**src/rtl/tmr_fr_pkg.sv**
```systemverilog
package tmr_fr_pkg;

    typedef enum logic [3:0] {
        RA_STAT    = 4'd0,
        RA_CTRL    = 4'd1,
        RA_CNT_HI  = 4'd2,
        RA_CNT_LO  = 4'd3,
        RA_ALT_HI  = 4'd4,
        RA_ALT_LO  = 4'd5,
        RA_CMP0_HI = 4'd6,
        RA_CMP0_LO = 4'd7,
        RA_CMP1_HI = 4'd8,
        RA_CMP1_LO = 4'd9,
        RA_CAP0_HI = 4'd10,
        RA_CAP0_LO = 4'd11,
        RA_CAP1_HI = 4'd12,
        RA_CAP1_LO = 4'd13
    } reg_addr_e;

    localparam int NCMP    = 2;
    localparam int NCAP    = 2;
    localparam int NFLAG   = 4;
    localparam int FL_OVF  = 0;
    localparam int FL_CMP0 = 1;
    localparam int FL_CMP1 = 2;
    localparam int FL_CAP1 = 3;

    typedef enum logic {
        CLR_IDLE,
        CLR_ARMED
    } clr_state_e;

endpackage

```
**src/rtl/tmr_fr_counter.sv**
```systemverilog
module tmr_fr_counter #(
    parameter int CW   = 16,
    parameter int NCH  = 2
) (
    input  logic          clk,
    input  logic          rst_n,
    input  logic          tick,
    input  logic          halt,
    input  logic          clear,
    input  logic [CW-1:0] cmp_val [NCH],
    output logic [CW-1:0] cnt,
    output logic          ovf_ev,
    output logic [NCH-1:0] cmp_ev
);
    localparam logic [CW-1:0] CNT_MAX = {CW{1'b1}};
    localparam logic [CW-1:0] CNT_ONE = {{(CW-1){1'b0}}, 1'b1};

    logic          step;
    logic [CW-1:0] cnt_inc;

    assign step    = tick & ~halt & ~clear;
    assign cnt_inc = cnt + CNT_ONE;

    always_ff @(posedge clk) begin
        if (!rst_n) begin
            cnt <= '0;
        end else if (clear) begin
            cnt <= '0;
        end else if (step) begin
            cnt <= cnt_inc;
        end
    end

    assign ovf_ev = step & (cnt == CNT_MAX);

    for (genvar g = 0; g < NCH; g++) begin : g_cmp
        assign cmp_ev[g] = step & (cnt_inc == cmp_val[g]);
    end

    // halted counter holds unless a reset write arrives
    p_freeze_r9: assert property (@(posedge clk) disable iff (!rst_n)
        (halt && !clear) |=> $stable(cnt));

    // a reset write zeroes the counter
    p_clear_r9: assert property (@(posedge clk) disable iff (!rst_n)
        clear |=> (cnt == '0));

    // each enabled tick advances by one
    p_count_r2: assert property (@(posedge clk) disable iff (!rst_n)
        (tick && !halt && !clear) |=> (cnt == $past(cnt) + CNT_ONE));

endmodule

```
**src/rtl/tmr_fr_capture.sv**
```systemverilog
module tmr_fr_capture #(
    parameter int CW = 16
) (
    input  logic          clk,
    input  logic          rst_n,
    input  logic          pin,
    input  logic [CW-1:0] cnt,
    output logic          ev,
    output logic [CW-1:0] cap_q
);
    logic s1_q, s2_q, s3_q;

    always_ff @(posedge clk) begin
        if (!rst_n) begin
            s1_q <= 1'b0;
            s2_q <= 1'b0;
            s3_q <= 1'b0;
        end else begin
            s1_q <= pin;
            s2_q <= s1_q;
            s3_q <= s2_q;
        end
    end

    assign ev = s2_q & ~s3_q;

    // capture register has no defined reset value
    always_ff @(posedge clk) begin
        if (ev) begin
            cap_q <= cnt;
        end
    end

    // the capture register holds the counter seen at the event
    p_capture_r4: assert property (@(posedge clk) disable iff (!rst_n)
        ev |=> (cap_q == $past(cnt)));

endmodule

```
**src/rtl/tmr_fr_flag.sv**
```systemverilog
module tmr_fr_flag
    import tmr_fr_pkg::*;
(
    input  logic clk,
    input  logic rst_n,
    input  logic set_ev,
    input  logic stat_rd,
    input  logic clr_acc,
    output logic flag
);
    clr_state_e st_q, st_d;

    always_comb begin
        st_d = st_q;
        unique case (st_q)
            CLR_IDLE: begin
                if (stat_rd && flag) st_d = CLR_ARMED;
            end
            CLR_ARMED: begin
                if (stat_rd)      st_d = flag ? CLR_ARMED : CLR_IDLE;
                else if (clr_acc) st_d = CLR_IDLE;
            end
            default: st_d = CLR_IDLE;
        endcase
    end

    always_ff @(posedge clk) begin
        if (!rst_n) st_q <= CLR_IDLE;
        else        st_q <= st_d;
    end

    always_ff @(posedge clk) begin
        if (!rst_n) begin
            flag <= 1'b0;
        end else if (set_ev) begin
            flag <= 1'b1;
        end else if (clr_acc && st_q == CLR_ARMED) begin
            flag <= 1'b0;
        end
    end

    // a set event always leaves the flag set
    p_set_r8: assert property (@(posedge clk) disable iff (!rst_n)
        set_ev |=> flag);

    // armed clear access without a set event clears
    p_clear_r5: assert property (@(posedge clk) disable iff (!rst_n)
        (st_q == CLR_ARMED && clr_acc && !set_ev) |=> !flag);

    // an unarmed flag survives any access
    p_hold_r7: assert property (@(posedge clk) disable iff (!rst_n)
        (flag && st_q == CLR_IDLE) |=> flag);

endmodule

```
**src/rtl/tmr_fr_top.sv**
```systemverilog
module tmr_fr_top
    import tmr_fr_pkg::*;
#(
    parameter int DW = 8
) (
    input  logic          clk,
    input  logic          rst_n,
    input  logic          tick,
    input  logic [3:0]    addr,
    input  logic          rd,
    input  logic          wr,
    input  logic [DW-1:0] wdata,
    output logic [DW-1:0] rdata,
    input  logic          cap0_pin,
    input  logic          cap1_pin,
    output logic          cmp0_out,
    output logic          cmp1_out
);
    localparam int CW = 2 * DW;

    reg_addr_e      ra;
    logic           acc;
    logic           halt_q;
    logic           cnt_clear;
    logic [CW-1:0]  cnt;
    logic           ovf_ev;
    logic [NCMP-1:0] cmp_ev;
    logic [CW-1:0]  cmp_q [NCMP];
    logic [NCAP-1:0] cap_pin;
    logic [NCAP-1:0] cap_ev;
    logic [CW-1:0]  cap_val [NCAP];
    logic [DW-1:0]  lat_q;
    logic           lat_vld;
    logic [DW-1:0]  cnt_lo_view;
    logic           stat_rd;
    logic [NFLAG-1:0] set_vec;
    logic [NFLAG-1:0] clr_vec;
    logic [NFLAG-1:0] flags;

    assign ra  = reg_addr_e'(addr);
    assign acc = rd | wr;

    // control register
    always_ff @(posedge clk) begin
        if (!rst_n)                     halt_q <= 1'b0;
        else if (wr && ra == RA_CTRL)   halt_q <= wdata[0];
    end

    assign cnt_clear = wr && (ra == RA_CNT_LO || ra == RA_ALT_LO);

    // compare registers
    always_ff @(posedge clk) begin
        if (!rst_n) begin
            for (int g = 0; g < NCMP; g++) cmp_q[g] <= '0;
        end else if (wr) begin
            for (int g = 0; g < NCMP; g++) begin
                if (int'(addr) == int'(RA_CMP0_HI) + 2 * g) cmp_q[g][CW-1:DW] <= wdata;
                if (int'(addr) == int'(RA_CMP0_LO) + 2 * g) cmp_q[g][DW-1:0]  <= wdata;
            end
        end
    end

    tmr_fr_counter #(
        .CW  (CW),
        .NCH (NCMP)
    ) u_cnt (
        .clk     (clk),
        .rst_n   (rst_n),
        .tick    (tick),
        .halt    (halt_q),
        .clear   (cnt_clear),
        .cmp_val (cmp_q),
        .cnt     (cnt),
        .ovf_ev  (ovf_ev),
        .cmp_ev  (cmp_ev)
    );

    assign cap_pin = {cap1_pin, cap0_pin};

    for (genvar g = 0; g < NCAP; g++) begin : g_cap
        tmr_fr_capture #(
            .CW (CW)
        ) u_cap (
            .clk   (clk),
            .rst_n (rst_n),
            .pin   (cap_pin[g]),
            .cnt   (cnt),
            .ev    (cap_ev[g]),
            .cap_q (cap_val[g])
        );
    end

    // low byte latch for coherent counter reads
    always_ff @(posedge clk) begin
        if (!rst_n) begin
            lat_q   <= '0;
            lat_vld <= 1'b0;
        end else if (rd && (ra == RA_CNT_HI || ra == RA_ALT_HI)) begin
            lat_q   <= cnt[DW-1:0];
            lat_vld <= 1'b1;
        end else if (rd && (ra == RA_CNT_LO || ra == RA_ALT_LO)) begin
            lat_vld <= 1'b0;
        end
    end

    assign cnt_lo_view = lat_vld ? lat_q : cnt[DW-1:0];

    // status flags and their clear sequencers
    assign stat_rd = rd && (ra == RA_STAT);

    always_comb begin
        set_vec          = '0;
        set_vec[FL_OVF]  = ovf_ev;
        set_vec[FL_CMP0] = cmp_ev[0];
        set_vec[FL_CMP1] = cmp_ev[1];
        set_vec[FL_CAP1] = cap_ev[1];
        clr_vec          = '0;
        clr_vec[FL_OVF]  = acc && (ra == RA_CNT_LO);
        clr_vec[FL_CMP0] = acc && (ra == RA_CMP0_LO);
        clr_vec[FL_CMP1] = acc && (ra == RA_CMP1_LO);
        clr_vec[FL_CAP1] = acc && (ra == RA_CAP1_LO);
    end

    for (genvar g = 0; g < NFLAG; g++) begin : g_flag
        tmr_fr_flag u_flag (
            .clk     (clk),
            .rst_n   (rst_n),
            .set_ev  (set_vec[g]),
            .stat_rd (stat_rd),
            .clr_acc (clr_vec[g]),
            .flag    (flags[g])
        );
    end

    assign cmp0_out = flags[FL_CMP0] & ~halt_q;
    assign cmp1_out = flags[FL_CMP1] & ~halt_q;

    // read mux
    always_comb begin
        rdata = '0;
        unique case (ra)
            RA_STAT:    rdata = {{(DW-NFLAG){1'b0}}, flags};
            RA_CTRL:    rdata = {{(DW-1){1'b0}}, halt_q};
            RA_CNT_HI,
            RA_ALT_HI:  rdata = cnt[CW-1:DW];
            RA_CNT_LO,
            RA_ALT_LO:  rdata = cnt_lo_view;
            RA_CMP0_HI: rdata = cmp_q[0][CW-1:DW];
            RA_CMP0_LO: rdata = cmp_q[0][DW-1:0];
            RA_CMP1_HI: rdata = cmp_q[1][CW-1:DW];
            RA_CMP1_LO: rdata = cmp_q[1][DW-1:0];
            RA_CAP0_HI: rdata = cap_val[0][CW-1:DW];
            RA_CAP0_LO: rdata = cap_val[0][DW-1:0];
            RA_CAP1_HI: rdata = cap_val[1][CW-1:DW];
            RA_CAP1_LO: rdata = cap_val[1][DW-1:0];
            default:    rdata = '0;
        endcase
    end

    // alias low byte access with no overflow event keeps the flag
    p_alias_keep_r6: assert property (@(posedge clk) disable iff (!rst_n)
        (flags[FL_OVF] && acc && ra == RA_ALT_LO) |=> flags[FL_OVF]);

    // channel 0 capture never raises a status flag by itself
    p_cap0_noflag_r4: assert property (@(posedge clk) disable iff (!rst_n)
        (cap_ev[0] && !cap_ev[1] && !flags[FL_CAP1]) |=> !flags[FL_CAP1]);

endmodule

```
**config.mk**
```make
export PLATFORM = sky130hd
export DESIGN_NAME = tmr_fr_top
export DESIGN_NICKNAME = d
export VERILOG_FILES = /design/src/rtl/tmr_fr_pkg.sv /design/src/rtl/tmr_fr_counter.sv /design/src/rtl/tmr_fr_capture.sv /design/src/rtl/tmr_fr_flag.sv /design/src/rtl/tmr_fr_top.sv
export SDC_FILE = /design/constraint.sdc
export NUM_CORES = 1
export LEC_CHECK = 0
export BUFFER_PORTS_ARGS = -buffer_cell sky130_fd_sc_hd__buf_2
export CORE_MARGIN = 1.5
export CORE_UTILIZATION = 35
export CTS_BUF_LIST = sky130_fd_sc_hd__clkbuf_8
export CTS_CLUSTER_DIAMETER = 60
export CTS_CLUSTER_SIZE = 24
export DETAILED_ROUTE_END_ITERATION = 8
export GPL_TIMING_DRIVEN = 0
export PLACE_DENSITY = 0.59
export SLEW_MARGIN = 15
export SYNTH_ARGS = -nofsm -noshare
export SYNTH_HDL_FRONTEND = slang
export SYNTH_SLANG_ARGS = --single-unit
```
**constraint.sdc**
```tcl
create_clock -name clk -period 2.5 [get_ports clk]
set_input_delay 0.375 -clock clk [delete_from_list [all_inputs] [get_ports clk]]
set_output_delay 0.375 -clock clk [all_outputs]
set_load 0.01 [all_outputs]
```
* After elaboration in Yosys (flattened, before gate mapping)
Index checks and enable logic that the tools add are counted.
** Operators by class
- Add/sub/neg operators :: 1
- Eq/ne operators :: 20
- Muxes and demuxes :: 32
- Bitwise operators :: 19
- Reduce and logical (&&, ||, !) cells :: 32
** Operators by type and width (number)
- 8-bit one-hot mux with 12 select lines :: 1
- 4-bit equality test, second input constant :: 10
- 16-bit equality test :: 2
- 1-bit 2-to-1 mux :: 26
- 1-bit logical AND :: 17
- 16-bit by 1-bit adder with 16-bit output, second input constant :: 1
- 16-bit equality test, second input constant :: 1
- 4-bit by 3-bit equality test with 1-bit output, second input constant :: 4
- 2-bit nonzero test :: 5
- 1-bit bitwise AND :: 9
- 1-bit inverter :: 9
- 4-bit by 2-bit equality test with 1-bit output, second input constant :: 2
- 8-bit 2-to-1 mux :: 1
- 1-bit one-hot mux with 2 select lines :: 4
- 2-bit AND reduction :: 4
- 2-bit OR reduction :: 3
- 4-bit by 1-bit equality test with 1-bit output, second input constant :: 1
- 4-bit zero test :: 1
- 1-bit logical OR :: 2
- 1-bit OR :: 1
** Storage, ports and cells
- Register bits after elaboration :: 104

* Depth between registers and ports, before layout
- Depth in word-level cells :: 7
- Mapped depth :: 9

* Modules after synthesis
Synthesis repeated with hierarchy kept, for this count alone.
** Unflattened totals
- Cells, all modules :: 592
- Area, all modules :: 5751.8 um^2
** By module, submodules not included
- tmr_fr_top :: instances 1, cells each 298, area an instance 2612.5 um^2, seq. area each 840.8 um^2
- tmr_fr_counter :: instances 1, cells each 220, area an instance 1687.9 um^2, seq. area each 320.3 um^2
- tmr_fr_capture :: instances 2, cells each 23, area an instance 573.0 um^2, seq. area each 540.5 um^2
- tmr_fr_flag :: instances 4, cells each 7, area an instance 76.3 um^2, seq. area each 40.0 um^2

* Worst setup path after synthesis
OpenSTA, ideal clock, no wires.
- Kind :: input port to output port
- From :: in addr[1]
- To :: out rdata[1]
- Arrival time :: 1748 ps
- Data required time :: 2125 ps
- Slack :: 377 ps
- Stages :: 7
- Path buffers :: 2
- Path through :: buf_2 -> clkbuf_1 -> mux2_2 -> a22oi_1 -> o22ai_1 -> a211oi_1 -> o21ai_0
** On the way
- Word-level cells in the longest chain between the ends :: 3
- Elaborated cells on any way between the ends :: 17
- Those cells by class :: eq/ne: 13; mux: 1; reduce/logical: 3
** Ends and longest elaborated chain
- start, declared :: RTL line tmr_fr_top.sv:9 : input logic [3:0] addr,
- 4-bit by 2-bit equality test with 1-bit output or 4-bit by 3-bit equality test with 1-bit output (tied branches) :: RTL line tmr_fr_top.sv:141 : unique case (ra)
- 2-bit OR reduction :: RTL line tmr_fr_top.sv:141
- 8-bit one-hot mux with 12 select lines * :: RTL line tmr_fr_top.sv:141
- end, declared :: RTL line tmr_fr_top.sv:13 : output logic [DW-1:0] rdata,
Mark *: on every way between the ends. The rest lies on a longest branch, timed or not.

* Worst setup path after layout
- From :: reg u_cnt.cnt[5]
- To :: reg g_flag[2].u_flag.flag
** On the way
- Word-level cells in the longest chain between the ends :: 4
- Elaborated cells on any way between the ends :: 5
- Those cells by class :: add/sub: 1; eq/ne: 1; mux: 1; bitwise: 1; reduce/logical: 1
** Ends and longest elaborated chain
- start, declared :: RTL line tmr_fr_counter.sv:11 : output logic [CW-1:0] cnt,
- start signal, assigned :: RTL line tmr_fr_counter.sv:30 : cnt <= cnt_inc;
- 16-bit by 1-bit adder with 16-bit output * :: RTL line tmr_fr_counter.sv:22 : assign cnt_inc = cnt + CNT_ONE;
- 16-bit equality test * :: RTL line tmr_fr_counter.sv:37 : assign cmp_ev[g] = step & (cnt_inc == cmp_val[g]);
- 1-bit bitwise AND * :: RTL line tmr_fr_counter.sv:37
- 1-bit 2-to-1 mux or 2-bit nonzero test (tied branches)
- end signal, assigned :: RTL line tmr_fr_flag.sv:34 : flag <= 1'b0;
- end signal, assigned :: RTL line tmr_fr_flag.sv:36 : flag <= 1'b1;
- end signal, assigned :: RTL line tmr_fr_flag.sv:38 : flag <= 1'b0;
- end, declared :: RTL line tmr_fr_flag.sv:9 : output logic flag
Marked as above.
A chain may end at the register's enable or synchronous reset.

==> summary.md <==
| Metric | Value |
|---|---|
| Layout cells sized above 1 | between 15 and 20% |
| Synth Warn # | 0 |
| Syn Nets | 614 |
| Measured slew at the worst slew-check pin | 0.878 ns |
| Clock root buffer | clkbuf_8 |
| Most frequent cells in the layout | 70 x dfxtp_1, 49 x mux2i_1, 46 x nand2_1 |
| Critical Path Fanout Max | 9 |
| Post-route clock period utilization | 101% |
| Die height | 130 um |
| Setup Crit Path Kind | reg2reg |
| Full die area | 0.0168 mm^2 |
| Max stage delay on crit path | 0.70 ns |
| Number of global-route vias before repair | ~4800 |
| Sink Count | 104 |
| Mux cell area share after synthesis | 9.92% |
| Core Area | between 0.015 and 0.02 mm^2 |
| Antenna-violating nets left | 0 |
| Met2 GRT Util | 35.4% |
| Pre-antenna DRT Iters | 6 |
| Syn avg cell area | approximately 9.5 um^2 |
| Antenna cell count | 0 |
| Hold Vio Cnt, Final | 0 |
| Final WS setup | -0.0198 ns |
| Postcts setup bufs | 0 |
| CTS clk-pin slew, worst paths | roughly 0.10 ns |
| Unique cell type count in the Yosys netlist | 66 |
| First-pass GRT wire length | between 20000 and 30000 um |
| Total CTS buffers | 9 |
| Starting Density | 35.7% |
| Most common cell after layout, fill and taps aside | dfxtp_1 |
| Fmax | 397 MHz |
| DP HPWL | 13800 um |
| Fin cells | 849 |
| Via density | 5.68 |
| VDD IR max | 0.341 mV |
| Period minus WS final | between 2 and 3 ns |
| Cell chain of the critical path | buf_6 -> nand4_1 -> or4_4 -> xor2_1 -> o22ai_1 -> nor4_1 -> a31o_1 |
| CTS tree | done |
| Pin count of the biggest net entering global routing | 17 |
| Met3 Usage GRT | around 4.4% |
| Startpoint types | flip-flop |
| Residual DRC | 0 |
| WP data required | 2.84 ns |
| Slew headroom | between 40% and 50% |
| Routed via count | about 4800 |
| Path category of the worst min-delay check | in2reg |
| Ys flop type | dfxtp_1 |
| Worst skew pair latency | 0.39 ns |
| Simple-gate share of the synthesized area | 20.8% |
| Routed len/inst | 21.7 um |
| Grt total ovfl | 0 |
| CP endpoint kind | flip-flop |
| Slowest cell on the critical path | or4_4 |
| Final setup vio count | 1 |
| PwrDens | between 500 and 600 mW/mm^2 |
| Max Buffers Root-to-Sink | 2 |
| Async S/R FF share, synth | 0% |
| Io pins | 29 |
| Synth Area in Adders | 0.222% |
| FF-to-FF path depth | 7 |
| Synth Area in XOR/XNOR | 8.41% |
| Largest family of logic cells by synthesized area | simple AND/OR/NAND/NOR gates |
| Sequential fraction of the synthesis area | 42.7% |
| Busiest grt layer | met2 |
| Synth-to-layout area growth | 12.5% |
| Compound-Gate Fraction of Synth Area | 13.6% |
| GPL Wtd Cong | roughly 1 |
| Failing checks | negative setup slack |
| FF+latch count, synth | ~100 |
| GRT Overall Usage | 22.5% |
| Filler cell count | 1636 |
| RSZ-0062 raised after global routing | yes |
| Final WL | about 18000 um |
| CTS HTree Levels | 3 |
| Iteration-0 DRC Markers | around 600 |
| Hold Crit Depth | 2 |
| Row count | 46 |
| Die Span X | 130 um |
| Worst EP arrival | 2.86 ns |
| Port buffer count | 25 |
| Final core occ | 40.1% |
| Post-synth EDFFs | 32 |
| Initial antenna violation count | 0 |
| Post-Place Cells | 837 |
| Max Slew Vio Count | 0 |
| Synthesized cell area | 0.00562 mm^2 |
| Met1 Track Usage GR | 30.5% |
| Status | complete, but fails checks |
| MaxCap Viol Count | 0 |
| Leakage power | between 0.002 and 0.0025 uW |
| Final Skew | 0.0144 ns |
| Final nets | roughly 650 |
| Post-Synthesis Cells | 594 |
cell type report:
class / instances / area, um^2 / share of cell area (%)
Timing Repair Buffer: 27 / 155 / 2.45
Buffer: 44 / 231 / 3.66
Inverter: 4 / 15.0 / 0.237
Clock inverter: 6 / 81.3 / 1.29
Multi-Input combinational cell: 438 / 3030 / 47.9
Sequential cell: 104 / 2400 / 38.0
Clock buffer: 10 / 138 / 2.18
Tap cell: 216 / 270 / 4.27
through the flow:
| stage | setup WS, ns | cell area, um^2 | hold WS, ns | TNS (ns) | total power (uW) |
|---|---|---|---|---|---|
| after floorplan | 0.377 | 5620 | 0.412 | 0 | 2090 |
| after global placement | -0.755 | 6020 | 0.419 | -5.88 | 2230 |
| after detailed placement | -0.700 | 6050 | 0.430 | -5.05 | 2240 |
| after CTS | -0.0465 | 6290 | 0.180 | -0.131 | 3390 |
| after global routing | -0.130 | 6330 | 0.187 | -0.169 | 3490 |
| final | -0.0198 | 6330 | 0.184 | -0.0198 | 3400 |
timing repair:
item                                    4_1_cts  5_1_grt
hold buffers                                  0        0
gates resized for setup                      11       17
endpoints found under the setup margin       10        9
cloned                                        0        0
routing by layer:
layer | wire, um | vias up | share of wire (%)
li1 | - | 2187 | -
met1 | 7750 | 2301 | 42
met2 | 8320 | 298 | 45
met3 | 1770 | 38 | 9.6
met4 | 579 | 0 | 3.1
met5 | 0 | - | 0
worst max-delay path: cells and delay by family (launching register included):
family / cells / cell delay [ns]
AND/OR/NAND/NOR: 3 / 1.39
flip-flops: 1 / 0.37
AO/OA/AOI/OAI: 2 / 0.31
XOR/XNOR: 1 / 0.25
buffers and inverters: 1 / 0.16
synth_stat cells, drive strengths merged, types with 7 or more instances:
cell type | instances | area share [%]
xnor2 | 33 | 5.1
mux2i | 49 | 8.7
nand4 | 8 | 1.2
buf | 19 | 2.1
o22ai | 8 | 0.89
dfxtp | 72 | 26
nand2 | 46 | 3.1
nor2 | 40 | 2.7
and2 | 8 | 0.89
edfxtp | 32 | 17
a21boi | 11 | 1.5
a22oi | 8 | 1.1
clkbuf | 29 | 2.0
nor3 | 8 | 0.80
o21ai | 14 | 1.2
nor4 | 7 | 1.0
a21oi | 24 | 2.1
nand3 | 29 | 2.6
xor2 | 21 | 3.3
nor2b | 47 | 5.2
sequential cells by signal, indices dropped and copies added, names as in the netlist:
signal / count
g_cap.u_cap.s1_q: 2
u_cnt.cnt: 16
cmp_q: 32
g_flag.u_flag.flag: 4
lat_vld: 1
g_cap.u_cap.cap_q: 32
g_flag.u_flag.st_q: 4
g_cap.u_cap.s3_q: 2
halt_q: 1
g_cap.u_cap.s2_q: 2
lat_q: 8
where the power goes:
part           total, uW  switching, uW  leakage [uW]  internal [uW]
clock               1170            585      0.000118            587
sequential          1810           35.5      0.000879           1780
combinational        411            262       0.00126            149
total               3400            882       0.00225           2510
worst paths after layout:
kind / start / endpoint / slack (ns)
worst min register to register: g_cap[0].u_cap.s1_q / g_cap[0].u_cap.s2_q / 0.45
worst min-delay path: cap1_pin / g_cap[1].u_cap.s1_q / 0.18
worst max register to register: u_cnt.cnt[5] / g_flag[2].u_flag.flag / -0.02
worst max-delay path: u_cnt.cnt[5] / g_flag[2].u_flag.flag / -0.02
cells by family (layout without fill, tap and decap cells):
kind of cell | Yosys count | count (layout)
buf+inv | 52 | 91
fa+ha+maj | 1 | 1
mux | 54 | 54
flops | 104 | 104
compound gates | 110 | 110
xor+xnor | 54 | 54
simple gates | 219 | 219
Power figures use the tool's default switching activity.
